<file path="src/rtl/clk_mode_ctrl.sv">
module clk_mode_ctrl #(
  parameter int DIV_LOG = 3,
  localparam int DIV_W = $clog2(DIV_LOG + 1)
) (
  input  logic             clk,
  input  logic             rst_n,
  input  logic             wait_stb,
  input  logic             irq,
  input  logic             mode_req_v,
  input  logic [2:0]       mode_req,
  input  logic             stop_wr,
  input  logic             stop_word,
  input  logic             div8_wr,
  input  logic             div8_val,
  input  logic             oco_off,
  input  logic             protect_en,
  input  logic             osc_det_en,
  output logic [3:0]       mode,
  output logic [3:0]       osc_en,
  output logic             cpu_clk_en,
  output logic [DIV_W-1:0] cpu_div,
  output logic             illegal
);
  localparam logic [3:0] M_MED = 4'd0, M_HIGH = 4'd1, M_LOW = 4'd2, M_LPWR = 4'd3,
                         M_PLL = 4'd4, M_OCO = 4'd5, M_OCOLP = 4'd6,
                         M_WAIT = 4'd7, M_STOP = 4'd8;

  function automatic logic arc(input logic [3:0] a, input logic [3:0] b);
    logic [3:0] lo, hi;
    lo = (a < b) ? a : b;
    hi = (a < b) ? b : a;
    case ({lo, hi})
      {M_MED, M_HIGH}, {M_MED, M_LOW}, {M_HIGH, M_LOW}, {M_LOW, M_LPWR},
      {M_HIGH, M_PLL}, {M_MED, M_OCO}, {M_HIGH, M_OCO}, {M_LOW, M_OCO},
      {M_OCO, M_OCOLP}: arc = 1'b1;
      default:          arc = 1'b0;
    endcase
  endfunction

  function automatic logic [3:0] osc_of(input logic [3:0] m);
    case (m)
      M_MED, M_HIGH: osc_of = 4'b0001;
      M_LOW:         osc_of = 4'b0011;
      M_LPWR:        osc_of = 4'b0010;
      M_PLL:         osc_of = 4'b1001;
      M_OCO:         osc_of = 4'b0101;
      M_OCOLP:       osc_of = 4'b0100;
      default:       osc_of = 4'b0000;
    endcase
  endfunction

  logic [3:0] mode_q, ret_q, nxt;
  logic       div8_q, ill_q, bad;

  wire        normal  = mode_q < M_WAIT;
  wire [3:0]  tgt     = {1'b0, mode_req};
  wire        stop_ok = (mode_q != M_PLL) && !osc_det_en &&
                        ((mode_q != M_LPWR) || (stop_word && oco_off));

  always_comb begin
    nxt = mode_q;
    bad = 1'b0;
    if (!normal) begin
      if (irq) nxt = ret_q;
    end else if (wait_stb) begin
      if (!irq) begin
        if (mode_q == M_PLL) bad = 1'b1;
        else                 nxt = M_WAIT;
      end
    end else if (stop_wr) begin
      if (stop_ok) nxt = M_STOP;
      else         bad = 1'b1;
    end else if (mode_req_v && tgt != mode_q) begin
      if (!protect_en && arc(mode_q, tgt)) nxt = tgt;
      else                                 bad = 1'b1;
    end
  end

  always_ff @(posedge clk) begin
    if (!rst_n) begin
      mode_q <= M_MED;
      ret_q  <= M_MED;
      div8_q <= 1'b1;
      ill_q  <= 1'b0;
    end else begin
      mode_q <= nxt;
      ill_q  <= bad;
      if (normal && nxt >= M_WAIT) ret_q <= mode_q;
      if (mode_q == M_STOP && irq) div8_q <= 1'b1;
      else if (normal && div8_wr)  div8_q <= div8_val;
    end
  end

  assign mode       = mode_q;
  assign osc_en     = (mode_q == M_STOP) ? 4'b0000 : osc_of(normal ? mode_q : ret_q);
  assign cpu_clk_en = normal;
  assign cpu_div    = div8_q ? DIV_W'(DIV_LOG) : '0;
  assign illegal    = ill_q;
endmodule

</file>
<file path="config.mk">
export PLATFORM = sky130hd
export DESIGN_NAME = clk_mode_ctrl
export DESIGN_NICKNAME = d
export VERILOG_FILES = /design/src/rtl/clk_mode_ctrl.sv
export SDC_FILE = /design/constraint.sdc
export NUM_CORES = 1
export LEC_CHECK = 0
export BUFFER_PORTS_ARGS = -buffer_cell sky130_fd_sc_hd__buf_2
export CAP_MARGIN = 15
export CORE_UTILIZATION = 44
export CTS_CLUSTER_DIAMETER = 30
export DETAILED_ROUTE_END_ITERATION = 7
export HOLD_SLACK_MARGIN = 0.03
export MAX_ROUTING_LAYER = met4
export PLACE_DENSITY = 0.71
export SYNTH_ARGS = -nofsm -noshare
export SYNTH_HDL_FRONTEND = slang
export SYNTH_SLANG_ARGS = --single-unit
</file>
<file path="constraint.sdc">
create_clock -name clk -period 2.4 [get_ports clk]
set_input_delay 0 -clock clk [delete_from_list [all_inputs] [get_ports clk]]
set_output_delay 0 -clock clk [all_outputs]
set_load 0.02 [all_outputs]
</file>
==> results of run 1 <==
==> cells by family after synthesis <==
| kind of cell | after synthesis |
|---|---|
| simple gates | 68 |
| compound gates | 43 |
| buf+inv | 21 |
| flops | 10 |
| fa+ha+maj | 3 |
| mux | 2 |
| xor+xnor | 1 |
==> final cells by class <==
type | instances | area (um^2)
fillers | 232 | 883.3
multi-input cells | 117 | 809.5
repair buffers | 42 | 257.7
flip-flops and latches | 10 | 209.0
well taps | 28 | 35.03
inverters | 9 | 33.78
clock buffers | 3 | 22.52
clock inverters | 1 | 3.754
==> final timing paths <==
kind / slack, ns / cells after the start / to / startpoint
min: 0.04 / 2 / ret_q[3] / rst_n
min reg2reg: 0.48 / 2 / div8_q / div8_q
max reg2reg: -0.17 / 9 / ret_q[3] / mode[1]
max: -0.17 / 9 / ret_q[3] / mode[1]
==> repair_timing <==
action	4_1_cts	5_1_grt
endpoints found under the setup margin	4	5
resized for setup	0	1
pin swaps	0	1
hold buffers	3	0
hold endpoints to repair	1	0
buffers inserted	0	0
==> state kept, by name, summed over array words and instances (netlist names) <==
| name | cells |
|---|---|
| illegal | 1 |
| mode | 4 |
| ret_q | 4 |
| div8_q | 1 |
==> metal layers <==
layer | routed length [um] | part of all wire (%)
met5 | 0 | 0
met4 | 17 | 0.56
met3 | 118 | 3.9
met2 | 1613 | 53
met1 | 1296 | 43
==> stage by stage <==
stage / hold slack (ns) / total power, mW / cell area, um^2
CTS: 0.03978 / 0.6075 / 1359
detailed placement: 0.2368 / 0.4861 / 1303
global route: 0.05258 / 0.6577 / 1371
global placement: 0.2168 / 0.4752 / 1303
finish: 0.03989 / 0.6124 / 1371
floorplan: 0.1327 / 0.3997 / 1107
==> power by group <==
| group | leakage [nW] | switching [mW] | internal (mW) |
|---|---|---|---|
| clock network | 0.0154 | 0.0583 | 0.0600 |
| registers | 0.0835 | 0.00994 | 0.178 |
| logic | 0.485 | 0.172 | 0.134 |
| total | 0.584 | 0.240 | 0.372 |
==> placed cells by master, fill, tap and decap left out, types with 6 or more instances in the layout <==
cell	count
inv_1	8
nand2_1	13
a21oi_1	14
buf_2	26
nand2b_1	6
nor2_1	17
dfxtp_1	7
buf_4	13
==> results.txt, run 1 <==
Status: finished with violations
Violated checks: negative setup slack
Yosys cell types: 46
#FFs+latches synth: 10
Die height: 51.19 um
Slowest-stage cell, CP: or4b_4
Async SR Flop Fraction: 0%
Lkg Pwr: 0.5838 nW
DIE WIDTH: 51.19 um
CTS tree: yes
IO Port Bufs: 26
Final HPWL DP: 2389 um
Via count: 1255
Layout cells sized above 1: 32.97%
IO Count: 27
Worst Tran Pin Value: 0.6027 ns
RSZ-0062 raised after global routing: yes
Synth Area in Compound Gates: 28.91%
Largest net degree at the start of global routing: 20
CP Capture Type: register
Most common cell in the netlist: nor2_1
Mapped Nets: 166
Initial detailed-routing violation count: 22
Num CTS Buffers: 3
Cell count after synthesis: 148
Avg Cell Area, Syn: 7.194 um^2
RD Place Congestion: 0.8264
Worst skew pair latency: 0.26 ns
Area grow syn2layout: 28.79%
Fin. max-slew vios: 0
Worst EP arrival: 2.73 ns
Post-synthesis mux area share: 2.350%
Skew final: 0.007062 ns
Fin nets: 201
Register area share after synthesis: 18.80%
Drt first pass iters: 4
Die area: 2620 um^2
Row count: 17
Placed insts: 203
H-Tree Depth: 1
Util after Layout: 60.82%
Tmin final: 2.565 ns
Most Crowded Layer GR: met2
GRT met2 Usage: 47.81%
Simple-gate share of the synthesized area: 36.08%
DR vias/cell: 5.976
Number of flops mapped to enable cells by yosys: 0
Synth Flop Type: dfxtp_1
Antenna Nets Post-Route: 0
Finished Layout Cells: 210
Fmax: 0.3899 GHz
Syn. warnings: 0
CP required: 2.56 ns
GR Util met1: 30.81%
Placeable Area: 2255 um^2
Initial Util: 47.23%
Worst-path cell chain: ha_4 -> and3b_1 -> a2111oi_4 -> or4b_4 -> a21boi_4 -> mux2_4 -> and4bb_4 -> o21ai_2 -> and3_1
Max incr delay on CP: 0.51 ns
WL final: 3045 um
Period utilization: 106.9%
Antenna violations before repair: 0
Adder-Cell Fraction of Synth Area: 3.525%
Largest area contributor in the netlist: dfxtp_1
Relative slew margins: 59.31%
Worst VDD drop: 550.1 uV
Ant. Diodes: 0
XOR/XNOR share of the synthesized area: 0.8226%
Grt met3 use: 4.464%
Largest family of logic cells by synthesized area: simple AND/OR/NAND/NOR gates
Max Cap Viol: 0
Largest cells by area after synthesis: dfxtp_1 (19%), a21oi_1 (6.6%), nor2_1 (6.0%)
Power per cell area: 446.6 nW/um^2
Critical Setup Path Class: register to register
Root Buffer: clkbuf_4
Min-Delay Path Class: input port to register
Global-route wire length before repair: 5064 um
TritonCTS Sinks: 10
Grt ovf: 0
Avg WL per Cell: 14.50 um
Fin worst setup slack: -0.1650 ns
Setup-failing EPs final: 4
Commonest cells post-synth: nor2_1 (17), a21oi_1 (14), nand2_1 (13)
Buf/Inv on CP: 0
Setup TNS: -0.4999 ns
DRC: 0
Yosys top cell area share: 18.80%
All-Layer GR Usage: 26.10%
Crit-path max FO: 5
Mapped Area: 1065 um^2
Final Hold Fails: 0
Pre-CTS WS: -0.1316 ns
Vias in the first global route: 1132
Startpoint Class: register
Maximum root-to-sink buffer count: 2
Top delay family on crit path: simple AND/OR/NAND/NOR gates
Clk pin slew, worst setup/hold paths: 0.07 ns
Power figures use the tool's default switching activity.
==> run 2, diff against run 1 <==
Settings changed: RECOVER_POWER set to 50, SKIP_CTS_REPAIR_TIMING set to 1.
==> results.txt, run 2 (synthesized netlist as in run 1, its figures left out) <==
CP required: 2.56 ns (about the same)
Die height: 51.19 um (unchanged)
Lkg Pwr: 0.5721 nW (-2.0%)
TritonCTS Sinks: 10 (unchanged)
Avg WL per Cell: 14.61 um (+0.74%)
Post-DP Area: 1303 um^2 (unchanged)
RSZ-0062 raised after global routing: yes
Worst VDD drop: 554.8 uV (+0.85%)
Worst Tran Pin Value: 0.5998 ns (-0.002917 ns)
Via count: 1248 (-0.56%)
Largest net degree at the start of global routing: 20 (unchanged)
Fin nets: 200 (-0.50%)
Num CTS Buffers: 3 (unchanged)
Fin. max-slew vios: 0 (unchanged)
Critical Setup Path Class: register to register
Relative slew margins: 59.51% (+0.20 points)
Placed insts: 203 (unchanged)
Global-route wire length before repair: 4926 um (-2.7%)
Status: finished with violations
Final HPWL DP: 2389 um (unchanged)
Most common cell after layout, fill and taps aside: buf_2
Min-Delay Path Class: input port to register
Worst skew pair latency: 0.26 ns (about the same)
Worst-path cell chain: ha_4 -> and3b_1 -> a2111oi_4 -> or4b_4 -> a21boi_4 -> mux2_4 -> and4bb_4 -> o21ai_2 -> and3_1
All-Layer GR Usage: 25.46% (-0.64 points)
Crit-path max FO: 5 (unchanged)
Startpoint Class: register
Drt first pass iters: 4 (unchanged)
Setup TNS: -0.4790 ns (+0.02090 ns)
Tmin final: 2.562 ns (-0.002977 ns)
Max Cap Viol: 0 (unchanged)
Max incr delay on CP: 0.51 ns (about the same)
DR vias/cell: 5.971 (about the same)
Power per cell area: 449.2 nW/um^2 (+0.59%)
Hold Slack: 0.02763 ns (-0.01225 ns)
Setup-failing EPs final: 4 (unchanged)
Slowest-stage cell, CP: or4b_4
WL final: 3053 um (+0.26%)
Die area: 2620 um^2 (unchanged)
Clk pin slew, worst setup/hold paths: 0.07 ns (about the same)
Vias in the first global route: 1120 (-1.1%)
Root Buffer: clkbuf_4
Violated checks: negative setup slack
CTS tree: yes
DRC: 0 (unchanged)
CP Capture Type: register
IO Count: 27 (unchanged)
Period utilization: 106.8% (-0.12 points)
Area grow syn2layout: 27.50%
DIE WIDTH: 51.19 um (unchanged)
Ant. Diodes: 0 (unchanged)
Grt ovf: 0 (unchanged)
Pre-CTS WS: -0.1316 ns (unchanged)
Initial detailed-routing violation count: 33 (+50%)
Cell area after layout: 1358 um^2 (-1.0%)
Reg2reg setup slack: -0.16 ns (about the same)
Placeable Area: 2255 um^2 (unchanged)
Layout cells sized above 1: 31.49% (-1.5 points)
Most frequent cells in the layout: buf_2 (23), nor2_1 (17), a21oi_1 (14), nand2_1 (13), buf_4 (13)
Finished Layout Cells: 209 (-0.48%)
Maximum root-to-sink buffer count: 2 (unchanged)
Final Hold Fails: 0 (unchanged)
Antenna violations before repair: 0 (unchanged)
Initial Util: 47.23% (unchanged)
Fmax: 0.3903 GHz (+0.12%)
Row count: 17 (unchanged)
Fin worst setup slack: -0.1620 ns (+0.002977 ns)
Antenna Nets Post-Route: 0 (unchanged)
Skew final: 0.004940 ns (-0.002122 ns)
Worst EP arrival: 2.72 ns (about the same)
IO Port Bufs: 26 (unchanged)
H-Tree Depth: 1 (unchanged)
RD Place Congestion: 0.8264 (unchanged)
[run 2: changes by cell type in the layout (fill, tap and decap cells not counted)]
cell and change:
buf_2 -3, dlygate4sd3_1 -1, clkbuf_1 +3
[run 2: worst paths after layout]
| path | start | to | depth (start not counted) |
|---|---|---|---|
| worst max register to register | mode[1] | ret_q[3] | 9 |
| worst min-delay path | div8_wr | div8_q | 4 |
| worst min register to register | div8_q | div8_q | 2 |
| worst max-delay path | mode[1] | ret_q[3] | 9 |
[run 2: final cells by class]
type | count | area (um^2)
Fill cell | 232 | 897.1
Multi-Input combinational cell | 117 | 809.5
Timing Repair Buffer | 41 | 244.0
Sequential cell | 10 | 209.0
Tap cell | 28 | 35.03
Inverter | 9 | 33.78
Clock buffer | 3 | 22.52
Clock inverter | 1 | 3.754
[run 2: through the flow]
stage,power [mW],utilization [%]
5_1_grt,0.6551,60.21
3_3_place_gp,0.4752,57.77
3_5_place_dp,0.4861,57.77
2_1_floorplan,0.3997,-
4_1_cts,0.6035,58.93
6_report,0.6098,60.21
[run 2: routing by layer]
metal | GRT usage [%] | share of wire [%] | wire (um) | up-vias
li1 | - | - | - | 608
met4 | 1.852 | 0.95 | 29 | 0
met5 | - | 0 | 0 | -
met1 | 29.37 | 42 | 1273 | 599
met3 | 4.464 | 3.9 | 120 | 4
met2 | 47.37 | 53 | 1630 | 37
[run 2: worst max-delay path, delay by kind of cell, from the launching register on]
family	cells	cell delay [ns]
AND/OR/NAND/NOR	4	1.20
AO/OA/AOI/OAI	3	0.31
adder cells (fa/ha/maj)	1	0.25
flip-flops	1	0.35
multiplexers	1	0.33
[run 2: power by group]
group          total (mW)  switching (mW)  internal, mW
sequential          0.188          0.0101         0.178
clock               0.118          0.0582        0.0600
combinational       0.303           0.172         0.132
